==> src/rtl/slotbuf_pkg.sv <==
`timescale 1ns/1ps
package slotbuf_pkg;

  typedef enum logic [1:0] {
    ST_OPEN = 2'd0,
    ST_FULL = 2'd1,
    ST_HELD = 2'd2
  } slot_status_e;

  typedef enum logic [1:0] {
    MODE_NOBUF   = 2'd0,
    MODE_HAZARD  = 2'd1,
    MODE_INORDER = 2'd2,
    MODE_QUEUE   = 2'd3
  } slot_mode_e;

  function automatic slot_mode_e mode_of(input int size);
    if (size < 0)       return MODE_NOBUF;
    else if (size == 0) return MODE_HAZARD;
    else if (size == 1) return MODE_INORDER;
    else                return MODE_QUEUE;
  endfunction

  // Priority: a held hazard first, then open when unbuffered or a slot is free.
  function automatic slot_status_e encode_status(input slot_mode_e mode,
                                                 input logic held,
                                                 input logic has_free);
    if (mode == MODE_HAZARD && held)                           return ST_HELD;
    if (mode == MODE_NOBUF || mode == MODE_HAZARD || has_free) return ST_OPEN;
    return ST_FULL;
  endfunction

endpackage

==> src/rtl/slotbuf_counter.sv <==
`timescale 1ns/1ps
module slotbuf_counter #(
  parameter int CAP    = 4,
  parameter int CW     = 3,
  parameter bit ENABLE = 1'b1
) (
  input  logic          clk,
  input  logic          rst_n,
  input  logic          take_i,
  input  logic          give_i,
  output logic [CW-1:0] count_o,
  output logic          over_evt_o,
  output logic          ovf_o
);

  generate
    if (ENABLE) begin : g_count
      localparam logic [CW-1:0] FULL = CW'(CAP);

      logic [CW-1:0] cnt_q;
      logic          ovf_q;

      function automatic logic [CW-1:0] next_count(input logic [CW-1:0] c,
                                                   input logic t,
                                                   input logic g);
        if (t && g) return c;
        if (t)      return (c != '0)   ? c - 1'b1 : c;
        if (g)      return (c != FULL) ? c + 1'b1 : c;
        return c;
      endfunction

      assign over_evt_o = give_i && !take_i && (cnt_q == FULL);

      always_ff @(posedge clk or negedge rst_n) begin
        if (!rst_n) begin
          cnt_q <= FULL;
          ovf_q <= 1'b0;
        end else begin
          cnt_q <= next_count(cnt_q, take_i, give_i);
          if (over_evt_o) ovf_q <= 1'b1;
        end
      end

      assign count_o = cnt_q;
      assign ovf_o   = ovf_q;

      a_r5_take_dec: assert property (@(posedge clk) disable iff (!rst_n)
        (take_i && !give_i && cnt_q != '0) |=> (cnt_q == $past(cnt_q) - 1'b1));
      a_r5_take_floor: assert property (@(posedge clk) disable iff (!rst_n)
        (take_i && !give_i && cnt_q == '0) |=> (cnt_q == '0));
      a_r6_give_inc: assert property (@(posedge clk) disable iff (!rst_n)
        (give_i && !take_i && cnt_q != FULL) |=> (cnt_q == $past(cnt_q) + 1'b1));
      a_r11_pair_hold: assert property (@(posedge clk) disable iff (!rst_n)
        (take_i && give_i) |=> $stable(cnt_q));
      a_r10_overflow: assert property (@(posedge clk) disable iff (!rst_n)
        (give_i && !take_i && cnt_q == FULL) |=> (ovf_q && cnt_q == FULL));
      a_r10_sticky: assert property (@(posedge clk) disable iff (!rst_n)
        ovf_q |=> ovf_q);
      a_r10_bound: assert property (@(posedge clk) disable iff (!rst_n)
        cnt_q <= FULL);
    end else begin : g_none
      logic unused_inputs;
      assign unused_inputs = ^{clk, rst_n, take_i, give_i};
      assign count_o    = '0;
      assign over_evt_o = 1'b0;
      assign ovf_o      = 1'b0;
    end
  endgenerate

endmodule

==> src/rtl/slotbuf_hold_flag.sv <==
`timescale 1ns/1ps
module slotbuf_hold_flag (
  input  logic clk,
  input  logic rst_n,
  input  logic set_i,
  input  logic clr_i,
  output logic flag_o
);

  logic flag_q;

  always_ff @(posedge clk or negedge rst_n) begin
    if (!rst_n)     flag_q <= 1'b0;
    else if (set_i) flag_q <= 1'b1;
    else if (clr_i) flag_q <= 1'b0;
  end

  assign flag_o = flag_q;

  a_r8_set_wins: assert property (@(posedge clk) disable iff (!rst_n)
    set_i |=> flag_q);
  a_r8_clear: assert property (@(posedge clk) disable iff (!rst_n)
    (clr_i && !set_i) |=> !flag_q);
  a_r7_hold_until_clr: assert property (@(posedge clk) disable iff (!rst_n)
    (flag_q && !clr_i) |=> flag_q);

endmodule

==> src/rtl/slotbuf_status.sv <==
`timescale 1ns/1ps
module slotbuf_status
  import slotbuf_pkg::*;
(
  input  slot_mode_e   mode_i,
  input  logic         held_i,
  input  logic         has_free_i,
  output slot_status_e status_o
);

  always_comb status_o = encode_status(mode_i, held_i, has_free_i);

endmodule

==> src/rtl/slotbuf_tracker.sv <==
`timescale 1ns/1ps
module slotbuf_tracker
  import slotbuf_pkg::*;
#(
  parameter int BUF_SIZE = 4
) (
  input  logic                   clk,
  input  logic                   rst_n,
  input  logic                   reserve_i,
  input  logic                   release_i,
  input  logic                   hold_set_i,
  input  logic                   hold_clr_i,
  output logic [1:0]             status_o,
  output logic [$clog2(((BUF_SIZE > 0) ? BUF_SIZE : 1) + 1)-1:0] free_slots_o,
  output logic                   reserved_o,
  output logic                   in_order_o,
  output logic                   overflow_o
);

  localparam int         CAP   = (BUF_SIZE > 0) ? BUF_SIZE : 1;
  localparam int         CW    = $clog2(CAP + 1);
  localparam slot_mode_e MODE  = mode_of(BUF_SIZE);
  localparam bit         HAS_Q = (BUF_SIZE > 0);

  logic          hold_set_evt;
  logic          held;
  logic [CW-1:0] count;
  logic          over_evt;
  logic          ovf;
  slot_status_e  status;

  // A reserve on a hazard resource holds it until explicitly cleared.
  assign hold_set_evt = hold_set_i || ((MODE == MODE_HAZARD) && reserve_i);

  slotbuf_counter #(
    .CAP    (CAP),
    .CW     (CW),
    .ENABLE (HAS_Q)
  ) u_counter (
    .clk        (clk),
    .rst_n      (rst_n),
    .take_i     (reserve_i),
    .give_i     (release_i),
    .count_o    (count),
    .over_evt_o (over_evt),
    .ovf_o      (ovf)
  );

  slotbuf_hold_flag u_hold (
    .clk    (clk),
    .rst_n  (rst_n),
    .set_i  (hold_set_evt),
    .clr_i  (hold_clr_i),
    .flag_o (held)
  );

  slotbuf_status u_status (
    .mode_i     (MODE),
    .held_i     (held),
    .has_free_i (count != '0),
    .status_o   (status)
  );

  assign status_o     = status;
  assign free_slots_o = count;
  assign reserved_o   = held;
  assign in_order_o   = (MODE == MODE_INORDER);
  assign overflow_o   = ovf;

  a_r1_status_legal: assert property (@(posedge clk) disable iff (!rst_n)
    status_o != 2'd3);
  a_r2_hazard_held: assert property (@(posedge clk) disable iff (!rst_n)
    ((MODE == MODE_HAZARD) && held) |-> (status_o == 2'd2));
  a_r3_free_open: assert property (@(posedge clk) disable iff (!rst_n)
    (count != '0) |-> (status_o == 2'd0));
  a_r3_full_blocks: assert property (@(posedge clk) disable iff (!rst_n)
    (HAS_Q && count == '0) |-> (status_o == 2'd1));
  a_r7_hazard_reserve: assert property (@(posedge clk) disable iff (!rst_n)
    ((MODE == MODE_HAZARD) && reserve_i) |=> reserved_o);
  a_r10_over_flags: assert property (@(posedge clk) disable iff (!rst_n)
    over_evt |=> overflow_o);
  a_r6_unbuffered_zero: assert property (@(posedge clk) disable iff (!rst_n)
    (!HAS_Q) |-> (free_slots_o == '0 && !overflow_o));

endmodule

==> config.mk <==
export PLATFORM = sky130hd
export DESIGN_NAME = slotbuf_tracker
export DESIGN_NICKNAME = d
export VERILOG_FILES = /design/src/rtl/slotbuf_pkg.sv /design/src/rtl/slotbuf_counter.sv /design/src/rtl/slotbuf_hold_flag.sv /design/src/rtl/slotbuf_status.sv /design/src/rtl/slotbuf_tracker.sv
export SDC_FILE = /design/constraint.sdc
export NUM_CORES = 1
export LEC_CHECK = 0
export ABC_CLOCK_PERIOD_IN_PS = 4600
export BUFFER_PORTS_ARGS = -buffer_cell sky130_fd_sc_hd__buf_2
export CAP_MARGIN = 30
export CORE_MARGIN = 8
export CORE_UTILIZATION = 25
export CTS_CLUSTER_DIAMETER = 50
export CTS_CLUSTER_SIZE = 12
export DETAILED_ROUTE_END_ITERATION = 6
export GPL_TIMING_DRIVEN = 1
export PLACE_DENSITY = 0.45
export SLEW_MARGIN = 20
export SYNTH_ARGS = -nofsm -noshare
export SYNTH_HDL_FRONTEND = slang
export SYNTH_HIERARCHICAL = 1
export SYNTH_SLANG_ARGS = --single-unit
export TNS_END_PERCENT = 20
==> constraint.sdc <==
create_clock -name clk -period 4.6 [get_ports clk]
set_input_delay 0.46 -clock clk [delete_from_list [all_inputs] [get_ports clk]]
set_output_delay 0.46 -clock clk [all_outputs]
set_load 0.02 [all_outputs]
Yosys cells after proc, flatten, opt, wreduce, memory -nomap -nowiden:

Cells that the tools add are included.

* flip-flop bits (word level): 5
* output and inout bits: 8
* bits of input ports: 6

* $add $sub $neg: 2
* reductions and logical operators: 8
* multiplexer cells: 19
* equal/unequal tests: 3

Operator list (number)
* 3-bit 2-to-1 mux: 8
* 1-bit 2-to-1 mux: 9
* 3-bit nonzero test: 2
* 2-bit 2-to-1 mux: 2
* 4-bit by 1-bit inequality test with 1-bit output, second input constant: 1
* 3-bit by 1-bit adder with 3-bit output, second input constant: 1
* 3-bit equality test, second input constant: 1
* 1-bit logical AND: 3
* 3-bit inequality test, second input constant: 1
* 3-bit by 1-bit subtractor with 3-bit output, second input constant: 1
* 2-bit AND reduction: 1
* 2-bit nonzero test: 1
* 1-bit zero test: 1

Longest topological paths before layout:

* depth in word-level cells: 8
* mapped depth: 5

Hierarchy:

The synthesis kept the hierarchy.

Modules (own cells, without submodules)
* slotbuf_counter: cells each 32, area each 302.8 um2, sequential area each 101.3 um2, instances 1
* slotbuf_hold_flag: cells each 3, area each 36.3 um2, sequential area each 25.0 um2, instances 1
* slotbuf_tracker: cells each 4, area each 21.3 um2, sequential area each 0.0 um2, instances 1
* slotbuf_status: cells each 2, area each 15.0 um2, sequential area each 0.0 um2, instances 1

Least setup slack after synthesis:

Ideal clock, no wire load.

* path kind: register -> register
* from: reg u_counter.g_count.cnt_q[0], in the netlist u_counter/count_o[0]
* to: reg u_counter.g_count.cnt_q[1], in the netlist u_counter/count_o[1]
* library setup time: 0.099 ns
* cell stages (with the launch flop): 6
* arrival time: 1.589 ns
* required time: 4.501 ns
* slack: 2.912 ns
* period minus slack after synthesis: 1.688 ns
* cells stage by stage: dfrtp_1 > inv_1 > ha_1 > a31o_1 > or3_1 > a311oi_1

* word-level cells in the longest chain between the ends: 7

Ends and longest elaborated chain
* start, declared: line slotbuf_counter.sv:20 `logic [CW-1:0] cnt_q;`
* start signal, assigned: line slotbuf_counter.sv:39 `cnt_q <= next_count(cnt_q, take_i, give_i);`
* 3-bit by 1-bit subtractor with 3-bit output or 3-bit nonzero test (tied branches): line slotbuf_counter.sv:27 `if (t) return (c != '0) ? c - 1'b1 : c;`
* 3-bit 2-to-1 mux (2 in series): line slotbuf_counter.sv:27
* 3-bit 2-to-1 mux: line slotbuf_counter.sv:28 `if (g) return (c != FULL) ? c + 1'b1 : c;`
* 3-bit 2-to-1 mux: line slotbuf_counter.sv:29 `return c;`
* 3-bit 2-to-1 mux: line slotbuf_counter.sv:28
* 3-bit 2-to-1 mux: line slotbuf_counter.sv:27

Parallel ways exist; a longest one is shown, timed or not. The select of a mux whose other input is x is not followed.
A chain may end at the register's enable or synchronous reset.

Final worst setup path:

* from: reg u_counter.g_count.cnt_q[1], in the netlist u_counter/count_o[1]
* to: out status_o[0]

* word-level cells in the longest chain between the ends: 3

Ends and longest elaborated chain
* 3-bit nonzero test: line slotbuf_tracker.sv:60 `.has_free_i (count != '0),`
* 1-bit 2-to-1 mux: line slotbuf_pkg.sv:29 `if (mode == MODE_NOBUF || mode == MODE_HAZARD || has_free) return ST_OPEN;`
* 2-bit 2-to-1 mux: line slotbuf_pkg.sv:30 `return ST_FULL;`
* end, declared: line slotbuf_tracker.sv:13 `output logic [1:0] status_o,`

Every way passes these cells.

==> impl_metrics.env <==
export IMPL_status="completed"
export IMPL_grt_pass1_wl_microns=1330
export IMPL_routed_via_count=328
export IMPL_antenna_found_initial=0
export IMPL_synth_area_per_cell_sq_um=9.16
export IMPL_skew_ns=0.00316
export IMPL_synth_most_common_cell="inv_1"
export IMPL_multi_input_comb_area_sq_um=226
export IMPL_period_needed_ns=1.74
export IMPL_seqCellArea_sq_um=126
export IMPL_ctsResizeCount=0
export IMPL_gp_congestion=0.665
export IMPL_die_y_microns=54.8
export IMPL_dp_hpwl_microns=650
export IMPL_hold_viol=0
export IMPL_cts_inserted_buffers=3
export IMPL_yosysSeqAreaShare_pct=33.7
export IMPL_wl_per_cell_microns=10.8
export IMPL_portBuffers=11
export IMPL_hold_buffers=0
export IMPL_clock_fmax_mhz=576
export IMPL_routed_wl_microns=791
export IMPL_clk_path_buf_depth=2
export IMPL_synth_edf_count=0
export IMPL_root_buffer="clkbuf_4"
export IMPL_async_flop_share_pct=100
export IMPL_die_width_microns=54.8
export IMPL_synthTopCellsByCount="inv_1, dfrtp_1, ha_1"
export IMPL_grt_max_degree=10
export IMPL_synth_top_cell_area_share_pct=26.7
export IMPL_grt_ovfl_total=0
export IMPL_dr_pass1_iters=2
export IMPL_initial_core_util_pct=25.8
export IMPL_cp_max_fo=4
export IMPL_antenna_left=0
export IMPL_hp_class="input port to asynchronous set/reset pin"
export IMPL_grt_pass1_vias=321
export IMPL_endpoint_kind="primary output"
export IMPL_finalCritPeriodShare_pct=37.7
export IMPL_pin_count=14
export IMPL_syn_inst=41
export IMPL_fin_nets=68
export IMPL_die_area_sq_mm=0.00300
export IMPL_synth_distinct_cells=25
export IMPL_clkLatencyLatePin_ns=0.23
export IMPL_post_cts_buffers=0
export IMPL_rows=14
export IMPL_setup_viol=0
export IMPL_htreeDepth=1
export IMPL_yosys_warnings=6
export IMPL_coreArea_sq_mm=0.00145
export IMPL_cp_data_arrival_time_ns=1.28
export IMPL_crit_required_ns=4.14
export IMPL_tns_ns=0
export IMPL_drc=0
export IMPL_drive_gt1_share_pct=31.6
export IMPL_synth_area_sq_um=375
export IMPL_crit_type="flop to primary output"
export IMPL_avgViaCountPerCell=4.49
export IMPL_cts_tree="done"
export IMPL_synth_ff_type="dfrtp_1"
export IMPL_p_leak_nw=0.244
export IMPL_synth_area_leader_cell="dfrtp_1"
export IMPL_clkTransAtPathRegs_ns=0.04
export IMPL_fillCellCount=166
export IMPL_utilization_pct=32.8
export IMPL_synth_seq_cells=5
export IMPL_n_antenna_cell=0
export IMPL_power_density_mw_per_mm2=575
export IMPL_critPathLaunchType="flop"
export IMPL_maxCapViolCount=0
export IMPL_cts_sinks=5
export IMPL_synthTopCellsByArea="dfrtp_1, ha_1, dfstp_2, inv_1, or3_1"
export IMPL_slew_viol_final=0
export IMPL_vdd_ir_drop_max_uv=162
export IMPL_area_delta_synth_final_pct=27.0
export IMPL_rsz0062_at_grt="false"
export IMPL_grtUsageTotal_pct=6.41
export IMPL_drt_iter0_markers=7
[worst max-delay path, stage by stage, from the launching register on]
cell     delay (ns)
dfrtp_1        0.40
or3_1          0.38
nor2b_1        0.10
buf_2          0.17
[flip-flops by register name (all words and copies together) (netlist names)]
register,count
u_counter/count_o,3
u_counter/ovf_o,1
u_hold/flag_o,1
[path summary, 6_finish.rpt]
check / startpoint / endpoint / slack, ns / depth (start not counted)
hold / removal: rst_n / u_hold/flag_o$_DFFE_PN0P_ / 0.03 / 1
min in group clk: hold_set_i / u_hold/flag_o$_DFFE_PN0P_ / 0.41 / 2
hold reg to reg: u_counter/ovf_o$_DFFE_PN0P_ / u_counter/ovf_o$_DFFE_PN0P_ / 0.46 / 1
setup reg to reg: u_counter/count_o[0]$_DFFE_PN0P_ / u_counter/count_o[1]$_DFFE_PN0P_ / 2.95 / 5
setup / recovery: u_counter/count_o[1]$_DFFE_PN0P_ / status_o[0] / 2.86 / 3
max in group asynchronous: rst_n / u_counter/count_o[2]$_DFFE_PN1P_ / 4.36 / 1
[cell usage in the layout, fill, tap and decap left out]
cell type  synthesis  final
a31o_1             1      1
nand4b_1           1      1
nand2b_1           1      1
o21bai_1           1      1
nor3b_1            1      1
clkbuf_4           0      3
buf_2              0     11
xnor2_1            1      1
o21ai_0            1      1
a21o_1             1      1
or3_1              3      3
ha_1               4      4
nor2b_1            2      2
conb_1             2      4
dfstp_2            1      1
and3b_1            1      1
a21o_2             1      1
dfrtp_1            4      4
nor4_1             1      1
o32ai_1            1      1
and3_2             1      1
clkbuf_1           0      1
inv_1              6      6
a311oi_1           1      1
nor3_1             1      1
or2_2              1      1
a21oi_1            2      2
[per-stage QoR]
step	area, sq um	cells	hold slack [ns]	total power (W)	setup WS, ns
floorplan	383	43	0.164	0.000186	2.91
global placement	450	69	0.281	0.000230	2.74
detailed placement	450	69	0.280	0.000227	2.74
CTS	477	73	0.0265	0.000279	2.84
global route	477	73	0.0252	0.000306	2.77
finish	477	73	0.0302	0.000274	2.86
[power by group]
group | leakage, nW | total (W) | internal (W) | switching, W
sequential | 0.0552 | 0.0000862 | 0.0000663 | 0.0000200
combinational | 0.174 | 0.000140 | 0.0000577 | 0.0000818
clock | 0.0150 | 0.0000482 | 0.0000326 | 0.0000156
[cells by family after synthesis]
group	after synthesis	synth area share (%)
XOR/XNOR	1	2.33
AO/OA/AOI/OAI	9	17.3
buffers and inverters	7	8.00
AND/OR/NAND/NOR	13	23.3
flip-flops	5	33.7
other	2	2.00
adder cells (fa/ha/maj)	4	13.3
[routing by layer]
| metal | vias up | global-route usage, % | wire (microns) |
|---|---|---|---|
| li1 | 170 | - | - |
| met1 | 143 | 6.81 | 335 |
| met3 | 2 | 2.99 | 112 |
| met4 | 0 | 7.38 | 19 |
| met2 | 13 | 8.49 | 323 |
| met5 | - | 0 | 0 |
[area by class of cell]
cell class	instances	share of cell area, %
repair buffers	11	11.5
flip-flops and latches	5	26.5
inverters	6	4.72
multi-input cells	31	47.5
clock buffers	4	5.51
well taps	16	4.20
Note: power is estimated with default switching activity, not from simulation.
